File: config.mk
export PLATFORM = sky130hd
export DESIGN_NAME = smc_wait_seq
export DESIGN_NICKNAME = d
export VERILOG_FILES = /design/src/rtl/smc_wait_pkg.sv /design/src/rtl/smc_ack_edge.sv /design/src/rtl/smc_wait_sel.sv /design/src/rtl/smc_wait_cnt.sv /design/src/rtl/smc_wait_seq.sv
export SDC_FILE = /design/constraint.sdc
export NUM_CORES = 1
export LEC_CHECK = 0
export ABC_AREA = 1
export BUFFER_PORTS_ARGS = -buffer_cell sky130_fd_sc_hd__buf_4
export CAP_MARGIN = 20
export CORE_MARGIN = 1.5
export CORE_UTILIZATION = 40
export CTS_CLUSTER_DIAMETER = 120
export DETAILED_ROUTE_END_ITERATION = 8
export GPL_TIMING_DRIVEN = 0
export HOLD_SLACK_MARGIN = 0.03
export MAX_ROUTING_LAYER = met4
export SYNTH_ARGS = -nofsm -noshare
export SYNTH_HDL_FRONTEND = slang
export SYNTH_HIERARCHICAL = 1
export SYNTH_SLANG_ARGS = --single-unit
File: constraint.sdc
create_clock -name clk -period 2.15 [get_ports clk]
set_clock_uncertainty 0.2 [all_clocks]
set_input_delay 0.43 -clock clk [delete_from_list [all_inputs] [get_ports clk]]
set_output_delay 0.43 -clock clk [all_outputs]
set_load 0.005 [all_outputs]
File: src/rtl/smc_wait_pkg.sv
package smc_wait_pkg;

    // Sequencer phases; outputs are decoded from the registered phase only.
    typedef enum logic [1:0] {
        ST_IDLE  = 2'd0,
        ST_BEAT  = 2'd1,
        ST_GAP   = 2'd2,
        ST_FAULT = 2'd3
    } smc_state_e;

endpackage

File: src/rtl/smc_ack_edge.sv
// Synchronises the asynchronous acknowledge and produces a one-cycle pulse
// for every low-to-high transition seen after the synchroniser.
module smc_ack_edge #(
    parameter int SYNC_STAGES = 2
) (
    input  logic clk,
    input  logic rst_n,
    input  logic ack_async,
    output logic rise
);

    localparam int SH_W = SYNC_STAGES + 1;   // sync stages plus one history flop

    logic [SH_W-1:0] sh_d, sh_q;

    always_comb begin
        sh_d = {sh_q[SH_W-2:0], ack_async};
        rise = sh_q[SYNC_STAGES-1] & ~sh_q[SYNC_STAGES];
    end

    always_ff @(posedge clk or negedge rst_n) begin
        if (!rst_n) sh_q <= '0;
        else        sh_q <= sh_d;
    end

    // A pulse never lasts more than one cycle: a held level must not
    // complete several beats.
    assert_rise_single_R7: assert property (@(posedge clk) disable iff (!rst_n)
        rise |=> !rise);

endmodule

File: src/rtl/smc_wait_sel.sv
// Picks the per-beat reload value (beat length minus one) from the bank
// configuration and the access direction.
module smc_wait_sel #(
    parameter int NWAIT_W   = 5,
    parameter int EXT_W     = 10,
    parameter int EXT_SHIFT = 4,
    parameter int CNT_W     = EXT_W + EXT_SHIFT
) (
    input  logic               is_write,
    input  logic               ext_en,
    input  logic [NWAIT_W-1:0] rd_wait,
    input  logic [NWAIT_W-1:0] wr_wait,
    input  logic [EXT_W-1:0]   ext_wait,
    output logic [CNT_W-1:0]   load_val
);

    localparam int EXT_CAP = (1 << EXT_W) - 2;

    logic [EXT_W-1:0] ext_cap;
    logic [CNT_W:0]   ext_len;
    logic [CNT_W-1:0] ext_load;
    logic [CNT_W-1:0] norm_load;

    always_comb begin
        ext_cap   = (ext_wait > EXT_W'(EXT_CAP)) ? EXT_W'(EXT_CAP) : ext_wait;
        ext_len   = ((CNT_W+1)'(ext_cap) + (CNT_W+1)'(1)) << EXT_SHIFT;
        ext_load  = CNT_W'(ext_len - (CNT_W+1)'(1));
        norm_load = CNT_W'(is_write ? wr_wait : rd_wait);
        load_val  = ext_en ? ext_load : norm_load;
    end

endmodule

File: src/rtl/smc_wait_cnt.sv
// Down-counter for wait states within one beat.
module smc_wait_cnt #(
    parameter int CNT_W = 14
) (
    input  logic             clk,
    input  logic             rst_n,
    input  logic             load,
    input  logic [CNT_W-1:0] load_val,
    output logic             zero
);

    logic [CNT_W-1:0] cnt_d, cnt_q;

    always_comb begin
        if (load)              cnt_d = load_val;
        else if (cnt_q != '0)  cnt_d = cnt_q - CNT_W'(1);
        else                   cnt_d = cnt_q;
        zero = (cnt_q == '0);
    end

    always_ff @(posedge clk or negedge rst_n) begin
        if (!rst_n) cnt_q <= '0;
        else        cnt_q <= cnt_d;
    end

    // Without a reload the count parks at zero instead of wrapping.
    assert_hold_zero_R4: assert property (@(posedge clk) disable iff (!rst_n)
        (zero && !load) |=> zero);

endmodule

File: src/rtl/smc_wait_seq.sv
module smc_wait_seq
    import smc_wait_pkg::*;
#(
    parameter int NWAIT_W     = 5,
    parameter int EXT_W       = 10,
    parameter int EXT_SHIFT   = 4,
    parameter int BURST_W     = 2,
    parameter int ADDR_W      = 16,
    parameter int SYNC_STAGES = 2
) (
    input  logic               clk,
    input  logic               rst_n,
    input  logic               req_valid,
    input  logic               req_write,
    input  logic [BURST_W-1:0] req_len,
    input  logic [ADDR_W-1:0]  req_addr,
    output logic               req_ready,
    input  logic [NWAIT_W-1:0] cfg_rd_wait,
    input  logic [NWAIT_W-1:0] cfg_wr_wait,
    input  logic               cfg_ext_en,
    input  logic [EXT_W-1:0]   cfg_ext_wait,
    input  logic               cfg_wprot,
    input  logic               ack_in,
    output logic               cs_n,
    output logic               oe_n,
    output logic               we_n,
    output logic [ADDR_W-1:0]  addr_out,
    output logic               done,
    output logic               err
);

    localparam int CNT_W       = EXT_W + EXT_SHIFT;
    localparam int EXT_CAP     = (1 << EXT_W) - 2;
    localparam int EXT_MAX_LEN = (EXT_CAP + 1) << EXT_SHIFT;

    typedef struct packed {
        smc_state_e         state;
        logic               write;
        logic               ext;
        logic [BURST_W-1:0] beats;
        logic [ADDR_W-1:0]  addr;
        logic [CNT_W-1:0]   reload;
    } seq_t;

    localparam seq_t SEQ_RST = '{state: ST_IDLE, write: 1'b0, ext: 1'b0,
                                 beats: '0, addr: '0, reload: '0};

    seq_t q, d;

    logic             ack_rise;
    logic [CNT_W-1:0] sel_val;
    logic             cnt_load;
    logic [CNT_W-1:0] cnt_val;
    logic             cnt_zero;
    logic             accept;
    logic             refuse;
    logic             beat_end;

    smc_ack_edge #(.SYNC_STAGES(SYNC_STAGES)) u_ack (
        .clk       (clk),
        .rst_n     (rst_n),
        .ack_async (ack_in),
        .rise      (ack_rise)
    );

    smc_wait_sel #(
        .NWAIT_W   (NWAIT_W),
        .EXT_W     (EXT_W),
        .EXT_SHIFT (EXT_SHIFT),
        .CNT_W     (CNT_W)
    ) u_sel (
        .is_write (req_write),
        .ext_en   (cfg_ext_en),
        .rd_wait  (cfg_rd_wait),
        .wr_wait  (cfg_wr_wait),
        .ext_wait (cfg_ext_wait),
        .load_val (sel_val)
    );

    smc_wait_cnt #(.CNT_W(CNT_W)) u_cnt (
        .clk      (clk),
        .rst_n    (rst_n),
        .load     (cnt_load),
        .load_val (cnt_val),
        .zero     (cnt_zero)
    );

    always_comb begin
        d        = q;
        cnt_load = 1'b0;
        cnt_val  = q.reload;
        accept   = req_valid && (q.state == ST_IDLE);
        refuse   = accept && req_write && cfg_wprot;
        beat_end = (q.state == ST_BEAT) && (cnt_zero || (q.ext && ack_rise));

        case (q.state)
            ST_IDLE: begin
                if (accept) begin
                    d.addr = req_addr;
                    if (refuse) begin
                        d.state = ST_FAULT;
                    end else begin
                        d.state  = ST_BEAT;
                        d.write  = req_write;
                        d.ext    = cfg_ext_en;
                        d.beats  = req_len;
                        d.reload = sel_val;
                        cnt_load = 1'b1;
                        cnt_val  = sel_val;
                    end
                end
            end
            ST_BEAT: begin
                if (beat_end) begin
                    if (q.beats == '0) begin
                        d.state = ST_GAP;
                    end else begin
                        d.beats  = q.beats - BURST_W'(1);
                        d.addr   = q.addr + ADDR_W'(1);
                        cnt_load = 1'b1;
                    end
                end
            end
            ST_GAP:   d.state = ST_IDLE;
            ST_FAULT: d.state = ST_IDLE;
            default:  d.state = ST_IDLE;
        endcase
    end

    always_ff @(posedge clk or negedge rst_n) begin
        if (!rst_n) q <= SEQ_RST;
        else        q <= d;
    end

    assign req_ready = (q.state == ST_IDLE);
    assign cs_n      = (q.state != ST_BEAT);
    assign oe_n      = !((q.state == ST_BEAT) && !q.write);
    assign we_n      = !((q.state == ST_BEAT) &&  q.write);
    assign addr_out  = q.addr;
    assign done      = (q.state == ST_GAP);
    assign err       = (q.state == ST_FAULT);

    // Refused write: error next cycle, bus untouched.
    assert_refuse_write_R9: assert property (@(posedge clk) disable iff (!rst_n)
        (req_valid && req_ready && req_write && cfg_wprot) |=> (err && we_n && cs_n));

    // Completion is a single cycle, followed by readiness.
    assert_done_then_ready_R10: assert property (@(posedge clk) disable iff (!rst_n)
        done |=> (!done && req_ready && cs_n));

    // Normal mode: a beat cannot end before the counter expires.
    assert_normal_full_wait_R8: assert property (@(posedge clk) disable iff (!rst_n)
        (!cs_n && !q.ext && !cnt_zero) |=> (!cs_n && $stable(addr_out)));

    // Strobe kind does not change while the chip-select stays low.
    assert_strobe_steady_R11: assert property (@(posedge clk) disable iff (!rst_n)
        (!cs_n) |=> (cs_n || ($stable(we_n) && $stable(oe_n))));

    // Extended reload never exceeds the clamped maximum.
    assert_ext_cap_R5: assert property (@(posedge clk) disable iff (!rst_n)
        ((q.state == ST_BEAT) && q.ext) |-> (q.reload <= CNT_W'(EXT_MAX_LEN - 1)));

endmodule

==> flow_summary_export.csv, run 1 <==
group,metric,value,unit
status,status,"complete, but fails checks",
status,failed_checks,"setup timing",
power_and_ir_drop,seq_power_share,25.1,%
min_path,hp-class,"in2reg",
sta,rsz0062_at_grt,"true",
critical_path,worstPathArrival,2.32,ns
final_layout,layout-drive-gt1-share,43.45,%
sta,fmax,432.8,MHz
critical_path,cp_max_fo,5,
global_routing,grt_pass1_vias,3719,
min_path,hold_start,"cfg_ext_en",
final_layout,antenna_cells,0,
route,vias,4157,
yosys,ys_seq_elements,53,
yosys,synth_edf_count,0,
yosys,yosysTopAreaCell,"dfrtp_1",
critical_path,r2r-start,"u_cnt/cnt_q[0]",
sta,slew_violations,0,
route,wire_per_inst,13.98,um
power_and_ir_drop,p_leak,2.951,nW
yosys,yosys-top-cells-area,"dfrtp_1 (34%), nand2_1 (16%), nand3_1 (6.9%), inv_1 (5.5%), nor2_1 (5.4%)",
final_layout,fin_nets,750,
place,place_inst,769,
critical_path,cp_slowest_cell,"or2_4",
yosys,yosysWarnings,6,
min_path,hold_path_depth,3,
floorplanning,io_pins,67,
min_path,worst_hold_path.endpoint,"q[32]",
power_and_ir_drop,switching_share,44.78,%
yosys,async_flop_share,100.0,%
route,first_pass_iters,5,
power_and_ir_drop,p_per_area,1266,nW/um2
power_and_ir_drop,comb_power_share,67.3,%
power_and_ir_drop,vdd_ir_drop_max,0.0004638,V
final_layout,fin_util,61.53,%
critical_path,required,2.16,ns
critical_path,regToRegEndpoint,"u_cnt/cnt_q[5]",
sta,holdWs,0.1719,ns
critical_path,r2r_setup_slack,-0.16,ns
cts,cts_made_buffers,5,
sta,fin_crit_sh,107.5,%
sta,setup_ws,-0.1605,ns
yosys,ys_seq_area_share,33.68,%
floorplanning,die_area,10450,um2
floorplanning,start_util,40.85,%
power_and_ir_drop,p_int,4.145,mW
global_routing,grt_pass1_wl,18.28,mm
final_layout,syn_to_final_growth,50.62,%
floorplanning,rows,36,
critical_path,start_kind,"primary input",
critical_path,r2r_cells,17,
cts,htree_levels,2,
sta,hold_viol,0,
critical_path,worstSetupEndpointType,"flip-flop",
cts,clk-insertion-delay-late,0.31,ns
cts,clkTransAtPathRegs,0.09,ns
route,viasPerCell,4.978,
cts,cts_tree,"yes",
place,dp_hpwl,7.834,mm
power_and_ir_drop,power_switching,3.362,mW
route,detail-route-antenna-nets,0,
global_routing,grtUsageTotal,22.74,%
sta,setup_viol,23,
place,gp_congestion,0.8662,
cts,ctsRootBufferMaster,"clkbuf_8",
route,routed_wl,11.67,mm
critical_path,cp_num_buf_inv,3,
floorplanning,core_area,9639,um2
sta,min_period,2.311,ns
yosys,synth_most_common_cell,"nand2_1",
global_routing,antenna_found_initial,0,
yosys,yosysTopAreaCellShare,33.68,%
yosys,synth_ff_type,"dfrtp_1",
place,portBuffers,66,
power_and_ir_drop,p_total,7.506,mW
route,drcViolationCount,0,
yosys,syn_inst,570,
yosys,syn_area,3938,um2
floorplanning,dieHeight,102.2,um
floorplanning,die_w,102.2,um
final_layout,stdcell_count,835,
cts,cts_buffer_depth,2,
critical_path,slowest_delay,0.24,ns
global_routing,grt_max_degree,54,
critical_path,critical-path-top-delay-family,"simple AND/OR/NAND/NOR gates",
route,first_iter_violations,165,
yosys,synth_nets,619,
cts,cts_sinks,53,
power_and_ir_drop,pwr-share-clk,7.6,%
job,maxCapViolCount,0,
sta,slew-limit-headroom,52.23,%
yosys,synth_common_cells,"nand2_1 (168), inv_1 (58), nor2_1 (57)",
sta,worst_pin_slew,0.7165,ns
yosys,syn_area_per_cell,6.908,um2
global_routing,overflow,0,
critical_path,critPathKind,"in2reg",
critical_path,path_cells,"buf_6 -> nand2_2 -> inv_1 -> nand3_2 -> nand2_2 -> inv_2 -> ha_4 -> nand3_4 -> nor2_2 -> nand2_1 -> nand2_4 -> a21oi_2 -> nand3_1 -> nor2_1 -> nor2_1 -> nor2_2 -> nand3_2 -> nand2_1 -> or2_4 -> nand2_2 -> nor2_1",
yosys,yosysUniqueCellTypes,39,
power groups by stage:
stage | Clock, mW | Sequential [mW] | Combinational [mW]
3_3_place_gp | 0 | 1.88 | 3.47
5_1_grt | 0.637 | 1.94 | 5.53
3_5_place_dp | 0 | 1.89 | 3.54
2_1_floorplan | 0 | 1.78 | 2.63
6_report | 0.574 | 1.88 | 5.05
4_1_cts | 0.595 | 1.87 | 4.46
through the flow:
stage	setup slack (ns)	cell area, um2	setup TNS (ns)
2_1_floorplan	-0.2223	4063	-0.7095
4_1_cts	-0.1689	5528	-2.512
6_report	-0.1605	5931	-1.865
3_5_place_dp	-0.7020	4725	-11.34
3_3_place_gp	-0.6746	4725	-11.14
5_1_grt	-0.3252	5931	-6.529
flip-flops by register name (all words and copies together), names as in the netlist:
register and flops:
addr_out 16, q 20, u_ack/sh_q 3, u_cnt/cnt_q 14
cell families (layout without fill, tap and decap cells):
logic type	count (synthesis)	count (layout)	synth area share (%)
adders and majority gates	4	4	1.271
DFF	53	53	33.68
xor gates and xnor gates	3	3	0.8582
buffers and inverters	96	228	11.95
AOI/OAI and AO/OA	77	77	11.66
and+or+nand+nor	337	337	40.58
worst max path at each step:
| stage | to | slack (ns) | startpoint | depth (start not counted) |
|---|---|---|---|---|
| floorplan | u_cnt/cnt_q[13] | -0.22 | cfg_ext_wait[4] | 21 |
| global placement | u_cnt/cnt_q[13] | -0.67 | cfg_ext_wait[4] | 21 |
| detailed placement | u_cnt/cnt_q[13] | -0.70 | cfg_ext_wait[4] | 21 |
| CTS | u_cnt/cnt_q[13] | -0.17 | cfg_ext_wait[5] | 23 |
| global route | u_cnt/cnt_q[5] | -0.33 | u_cnt/cnt_q[0] | 17 |
| finish | u_cnt/cnt_q[13] | -0.16 | cfg_ext_wait[8] | 21 |
routing by layer:
layer | share of wire [%] | track usage (%) | vias to the layer above
met5 | 0 | - | -
met4 | 0.87 | 3.793 | 0
met3 | 3.5 | 2.394 | 8
met2 | 49 | 35.46 | 106
met1 | 47 | 32.44 | 1972
li1 | - | - | 2071
worst register-to-register path, stage by stage, from the launching register on:
cell and delay, ns:
dfrtp_1 0.40, inv_2 0.08, ha_4 0.16, nand2_8 0.06, nor2_4 0.09, nand4_1 0.10, nor3_2 0.22, a21oi_1 0.09
nand2_2 0.11, nand2_4 0.08, inv_8 0.07, nand2_8 0.06, clkinv_8 0.07, buf_12 0.12, buf_8 0.11, a21oi_1 0.04
nand2_1 0.09, a21oi_2 0.05
placed cells by master (no fill, tap or decap), types with 4 or more instances in the layout:
| cell type | Yosys | final |
|---|---|---|
| nand2_1 | 168 | 146 |
| o21ai_0 | 15 | 10 |
| nor2_2 | 13 | 13 |
| dfrtp_1 | 53 | 52 |
| nand3_2 | 11 | 22 |
| inv_1 | 58 | 54 |
| nand2_2 | 8 | 22 |
| o21ai_1 | 8 | 4 |
| buf_4 | 18 | 117 |
| nand2_4 | 3 | 8 |
| nand4_1 | 9 | 9 |
| buf_2 | 4 | 4 |
| nor2_4 | 2 | 8 |
| a21oi_1 | 30 | 14 |
| nor2_1 | 57 | 51 |
| nand3_1 | 54 | 40 |
| nand3_4 | 1 | 4 |
| buf_6 | 4 | 8 |
| buf_12 | 0 | 8 |
| a21oi_2 | 13 | 22 |
| clkbuf_8 | 0 | 5 |
| a21oi_4 | 0 | 7 |
| o21ai_2 | 0 | 8 |
| inv_2 | 6 | 7 |
| buf_8 | 0 | 8 |
area by class of cell:
type | instances | area, um2
clock buffers | 7 | 76.32
clock inverters | 1 | 7.507
repair buffers | 123 | 1139
inverters | 67 | 296.5
fillers | 902 | 3709
plain buffers | 29 | 256.5
well taps | 133 | 166.4
flip-flops and latches | 53 | 1328
multi-input cells | 421 | 2645
repair inverters | 1 | 16.27
what timing repair did:
item | in CTS | in global routing
gates resized for setup | 89 | 53
hold buffers | 2 | 0
hold endpoints to repair | 54 | 0
endpoints found under the setup margin | 37 | 36
setup buffers | 38 | 15
cloned | 3 | 2
pin swaps | 40 | 38
Note: power is estimated with default switching activity, not from simulation.
==> inputs of run 2 (changes only) <==
- CORE_MARGIN: 1.5 -> 2
- TNS_END_PERCENT: unset -> 1
==> run 2 against run 1 <==
Against the previous run:
- critical endpoint unchanged
- non-clock buffer count down 42
- combinational power down 24%
- worst hold slack worse by 0.020 ns
- critical path depth down 2
- worst setup slack worse by 0.025 ns
- via count down 6.6%
- die area up 2.0%
- global-route usage down 2.7 points
- the run still ends with setup timing left
- sequential share of layout area up 3.7 points
- maximum frequency down 1.1%
- final area down 14%
==> flow_summary_export.csv, run 2 (synthesized netlist as in run 1, its figures left out) <==
group,metric,value,unit
sta,tns,-1.661,ns
sta,rsz0062_at_grt,"true",
critical_path,cp_max_fo,6,
final_layout,antenna_cells,0,
global_routing,overflow,0,
power_and_ir_drop,p_leak,2.573,nW
route,detail-route-antenna-nets,0,
cts,clkTransAtPathRegs,0.10,ns
route,first_iter_violations,128,
place,dpl_cell_area,4654,um2
final_layout,design_area,5086,um2
floorplanning,die_w,103.2,um
route,wire_per_inst,12.70,um
sta,setup_viol,20,
sta,worst_pin_slew,0.6931,ns
power_and_ir_drop,vdd_ir_drop_max,0.0004936,V
job,maxCapViolCount,0,
critical_path,r2r_cells,16,
critical_path,required,2.16,ns
final_layout,layout-drive-gt1-share,33.54,%
sta,hold_viol,0,
sta,slew-limit-headroom,53.79,%
place,portBuffers,66,
cts,cts_made_buffers,5,
route,drcViolationCount,0,
sta,fin_crit_sh,108.6,%
status,failed_checks,"setup timing",
critical_path,worstSetupEndpointType,"flip-flop",
place,dp_hpwl,7.461,mm
floorplanning,core_area,9684,um2
min_path,hp-class,"reg2reg",
route,vias,3884,
floorplanning,dieHeight,103.2,um
route,routed_wl,10.06,mm
min_path,hold_path_depth,0,
global_routing,antenna_found_initial,0,
floorplanning,die_area,10650,um2
cts,cts_tree,"yes",
floorplanning,start_util,40.66,%
cts,cts_buffer_depth,2,
place,dpl_worst_slack,-0.7537,ns
floorplanning,io_pins,67,
final_layout,mostFrequentLayoutCells,"nand2_1 (158), buf_4 (91), inv_1 (54)",
sta,setup_ws,-0.1856,ns
critical_path,worstPathArrival,2.34,ns
sta,slew_violations,0,
status,status,"complete, but fails checks",
global_routing,grtUsageTotal,20.07,%
final_layout,fin_nets,707,
floorplanning,rows,36,
global_routing,grt_max_degree,54,
global_routing,grt_pass1_wl,16.55,mm
sta,fmax,428.2,MHz
final_layout,largest_reg_flops,20,
route,viasPerCell,4.904,
cts,clk-insertion-delay-late,0.31,ns
sta,min_period,2.336,ns
cts,ctsRootBufferMaster,"clkbuf_8",
final_layout,mostFrequentLayoutCell,"nand2_1",
critical_path,critPathKind,"in2reg",
cts,cts_sinks,53,
critical_path,start_kind,"primary input",
final_layout,syn_to_final_growth,29.17,%
place,gp_congestion,0.8556,
route,first_pass_iters,7,
cts,htree_levels,2,
power_and_ir_drop,p_per_area,1240,nW/um2
final_layout,fillers,922,
global_routing,grt_pass1_vias,3628,
final_layout,top_register,"q",
run 2: cell types whose count changed in the layout (fill, tap and decap cells not counted), sizes merged:
cell / delta
clkinvlp: -1
clkinv: +2
buf: -40
clkbuf: -3
inv: -1
run 2: final cells by class:
cell class	instances	area (um2)	share of cell area [%]
Sequential cell	53	1328	26.10
Timing Repair Buffer	81	643.1	12.64
Buffer	29	235.2	4.625
Clock inverter	2	10.01	0.1968
Inverter	67	281.5	5.535
Tap cell	133	166.4	3.272
Multi-Input combinational cell	421	2350	46.20
Clock buffer	6	72.57	1.427
run 2: repair_timing:
item,4_1_cts,5_1_grt
hold endpoints to repair,54,0
setup buffers,12,1
pin swaps,14,9
gates resized for setup,42,21
hold buffers,2,0
setup endpoints to repair,37,38
run 2: worst paths after layout:
| kind | start | end | slack [ns] |
|---|---|---|---|
| setup / recovery | cfg_ext_wait[4] | u_cnt/cnt_q[13] | -0.19 |
| hold / removal | u_ack/sh_q[0] | u_ack/sh_q[1] | 0.15 |
| setup reg to reg | u_cnt/cnt_q[0] | u_cnt/cnt_q[9] | -0.14 |
| hold reg to reg | u_ack/sh_q[0] | u_ack/sh_q[1] | 0.15 |
| max in group asynchronous | rst_n | q[35] | 0.77 |
| min in group asynchronous | rst_n | addr_out[2] | 0.50 |
run 2: layer usage:
layer | track usage, % | up-vias | share of wire (%)
li1 | - | 1984 | -
met3 | 2.352 | 10 | 3.5
met2 | 35.76 | 85 | 51
met5 | - | - | 0
met1 | 24.54 | 1805 | 45
met4 | 4.251 | 0 | 0.95
run 2: stage by stage:
stage	total power, mW	hold slack, ns	cells	utilization, %
6_report	6.308	0.1521	792	52.52
4_1_cts	6.237	0.1558	791	51.68
5_1_grt	6.903	0.1723	792	52.52
2_1_floorplan	4.271	-0.06559	570	-
3_3_place_gp	5.176	0.1382	769	48.06
3_5_place_dp	5.273	0.1410	769	48.06
run 2: power breakdown:
group | internal (mW) | switching, mW | total, mW
logic | 1.73 | 2.12 | 3.86
registers | 1.45 | 0.442 | 1.89
clock network | 0.227 | 0.334 | 0.561
total | 3.41 | 2.90 | 6.31
run 2: critical path: stages:
cell and delay, ns:
buf_6 0.11, nand2_8 0.07, nor2_2 0.08, nand3_1 0.09
nand2_2 0.09, inv_4 0.05, ha_4 0.22, o21bai_1 0.18
nor2_4 0.14, nand3_2 0.11, nor2_1 0.11, nand4_1 0.08
nand2_1 0.07, nor2_1 0.05, nand3_1 0.08, nand2_1 0.05
or2_4 0.24, nand2_2 0.05, nor2_1 0.04
==> inputs of run 3 (changes only) <==
- CORE_ASPECT_RATIO: unset -> 0.6
==> run 3 against run 2 <==
Against the previous run:
- global-route usage rose by 2.6 points
- register-to-register slack got worse by 0.05 ns
- worst hold slack improved by 0.0095 ns
- non-clock buffer count increased by 9
- first-iteration DRC count up 130%
- routed wire length grew 14%
- the run still ends with setup timing left
- via count increased by 2.8%
- combinational power about the same
==> flow_summary_export.csv, run 3 (synthesized netlist as in run 1, its figures left out) <==
group,metric,value,unit
sta,min_period,2.342,ns
status,failed_checks,"setup timing",
critical_path,slowest_delay,0.18,ns
global_routing,antenna_found_initial,0,
critical_path,cp_slowest_cell,"ha_4",
critical_path,critPathKind,"in2reg",
critical_path,critical-path-top-delay-family,"simple AND/OR/NAND/NOR gates",
job,maxCapViolCount,0,
route,viasPerCell,5.005,
place,dp_hpwl,8.440,mm
global_routing,grt_pass1_vias,3680,
global_routing,grt_pass1_wl,18.48,mm
floorplanning,rows,27,
floorplanning,die_area,10680,um2
route,drcViolationCount,0,
sta,hold_viol,0,
critical_path,worst_path_most_repeated_cell,"nand2_4",
power_and_ir_drop,p_per_area,1248,nW/um2
final_layout,mostFrequentLayoutCell,"nand2_1",
cts,ctsRootBufferMaster,"clkbuf_16",
final_layout,syn_to_final_growth,33.94,%
sta,fin_crit_sh,108.9,%
critical_path,required,2.18,ns
cts,cts_sinks,53,
sta,worst_pin_slew,0.7256,ns
cts,clk-insertion-delay-late,0.30,ns
final_layout,fillers,894,
sta,rsz0062_at_grt,"true",
sta,fmax,426.9,MHz
status,status,"complete, but fails checks",
route,detail-route-antenna-nets,0,
critical_path,path_cells,"buf_8 -> nand2_4 -> nor2_4 -> nand3_2 -> nand2_2 -> inv_4 -> ha_4 -> nand2_4 -> inv_4 -> nand3_4 -> nand2_4 -> nor2_4 -> nand2_1 -> nor2_1 -> nand3_1 -> buf_4 -> a21oi_2 -> nand3_2 -> nand2_1 -> or2_4 -> nand2_2 -> nor2_2",
route,first_iter_violations,298,
global_routing,grt_max_degree,54,
sta,slew-limit-headroom,51.63,%
cts,htree_levels,2,
critical_path,cp_max_fo,5,
power_and_ir_drop,vdd_ir_drop_max,0.0005629,V
place,dpl_worst_slack,-0.6609,ns
route,first_pass_iters,4,
global_routing,grtUsageTotal,22.63,%
final_layout,largest_reg_flops,20,
min_path,hp-class,"reg2reg",
final_layout,stdcell_count,798,
floorplanning,dieHeight,80.85,um
final_layout,antenna_cells,0,
place,place_inst,766,
power_and_ir_drop,p_leak,2.678,nW
critical_path,worstSetupEndpointType,"flip-flop",
final_layout,fin_nets,716,
final_layout,layout-drive-gt1-share,34.73,%
cts,cts_buffer_depth,2,
route,routed_wl,11.47,mm
cts,clkTransAtPathRegs,0.07,ns
place,gp_congestion,0.8900,
floorplanning,core_area,9358,um2
critical_path,worstPathArrival,2.37,ns
critical_path,start_kind,"primary input",
route,wire_per_inst,14.37,um
place,portBuffers,66,
critical_path,cp_num_buf_inv,4,
cts,cts_tree,"yes",
sta,setup_ws,-0.1923,ns
sta,setup_viol,19,
floorplanning,start_util,42.08,%
final_layout,top_register,"q",
global_routing,overflow,0,
final_layout,mostFrequentLayoutCells,"nand2_1 (155), buf_4 (95), inv_1 (53)",
cts,cts_made_buffers,5,
route,vias,3994,
sta,slew_violations,0,
floorplanning,die_w,132.1,um
floorplanning,io_pins,67,
==> run 3: changes by cell type in the layout (fill, tap and decap cells not counted), moves of 4 or more <==
cell       before  now
clkbuf_16       0    5
buf_8           2    7
buf_4          91   95
clkbuf_8        6    0
nand2_4         2    7
==> run 3: worst paths after layout <==
kind / from / end / slack [ns] / depth (start not counted)
hold reg to reg: u_ack/sh_q[0] / u_ack/sh_q[1] / 0.16 / 0
hold / removal: u_ack/sh_q[0] / u_ack/sh_q[1] / 0.16 / 0
setup / recovery: cfg_ext_wait[1] / u_cnt/cnt_q[11] / -0.19 / 22
setup reg to reg: u_cnt/cnt_q[0] / u_cnt/cnt_q[3] / -0.19 / 16
min in group asynchronous: rst_n / addr_out[10] / 0.52 / 2
max in group asynchronous: rst_n / q[35] / 0.69 / 2
==> run 3: repair_timing <==
action,4_1_cts,5_1_grt
setup endpoints to repair,35,30
hold buffers,1,1
gates resized for setup,57,23
pin swaps,23,29
setup buffers,15,7
endpoints found under the hold margin,21,1
==> run 3: layout make-up <==
class	count	area [um2]	share of cell area [%]
Tap cell	130	162.7	3.084
Clock buffer	6	128.9	2.444
Inverter	67	276.5	5.243
Sequential cell	53	1328	25.17
Buffer	29	226.5	4.294
Clock inverter	2	10.01	0.1898
Timing Repair Buffer	90	765.7	14.52
Multi-Input combinational cell	421	2376	45.05
==> run 3: metal layers <==
metal	track usage [%]	up-vias	share of wire (%)
met5	-	-	0
met4	5.000	0	0.92
met3	5.119	15	6.5
met2	31.77	127	41
met1	32.94	1842	51
li1	-	2010	-
==> run 3: power by group <==
group / leakage [nW] / switching, mW / internal [mW]
sequential: 0.639 / 0.441 / 1.45
combinational: 1.97 / 2.18 / 1.70
clock: 0.0706 / 0.381 / 0.430
==> run 3: through the flow <==
step	hold slack [ns]	power [mW]	setup TNS (ns)	cell area, um2	util (%)
detailed placement	0.1386	5.351	-13.80	4651	49.70
global placement	0.1441	5.244	-11.99	4651	49.70
finish	0.1616	6.580	-2.394	5274	56.36
global route	0.1711	7.159	-5.373	5274	56.36
CTS	0.03587	6.458	-2.411	5129	54.81
floorplan	-0.06559	4.271	-2.280	3993	-
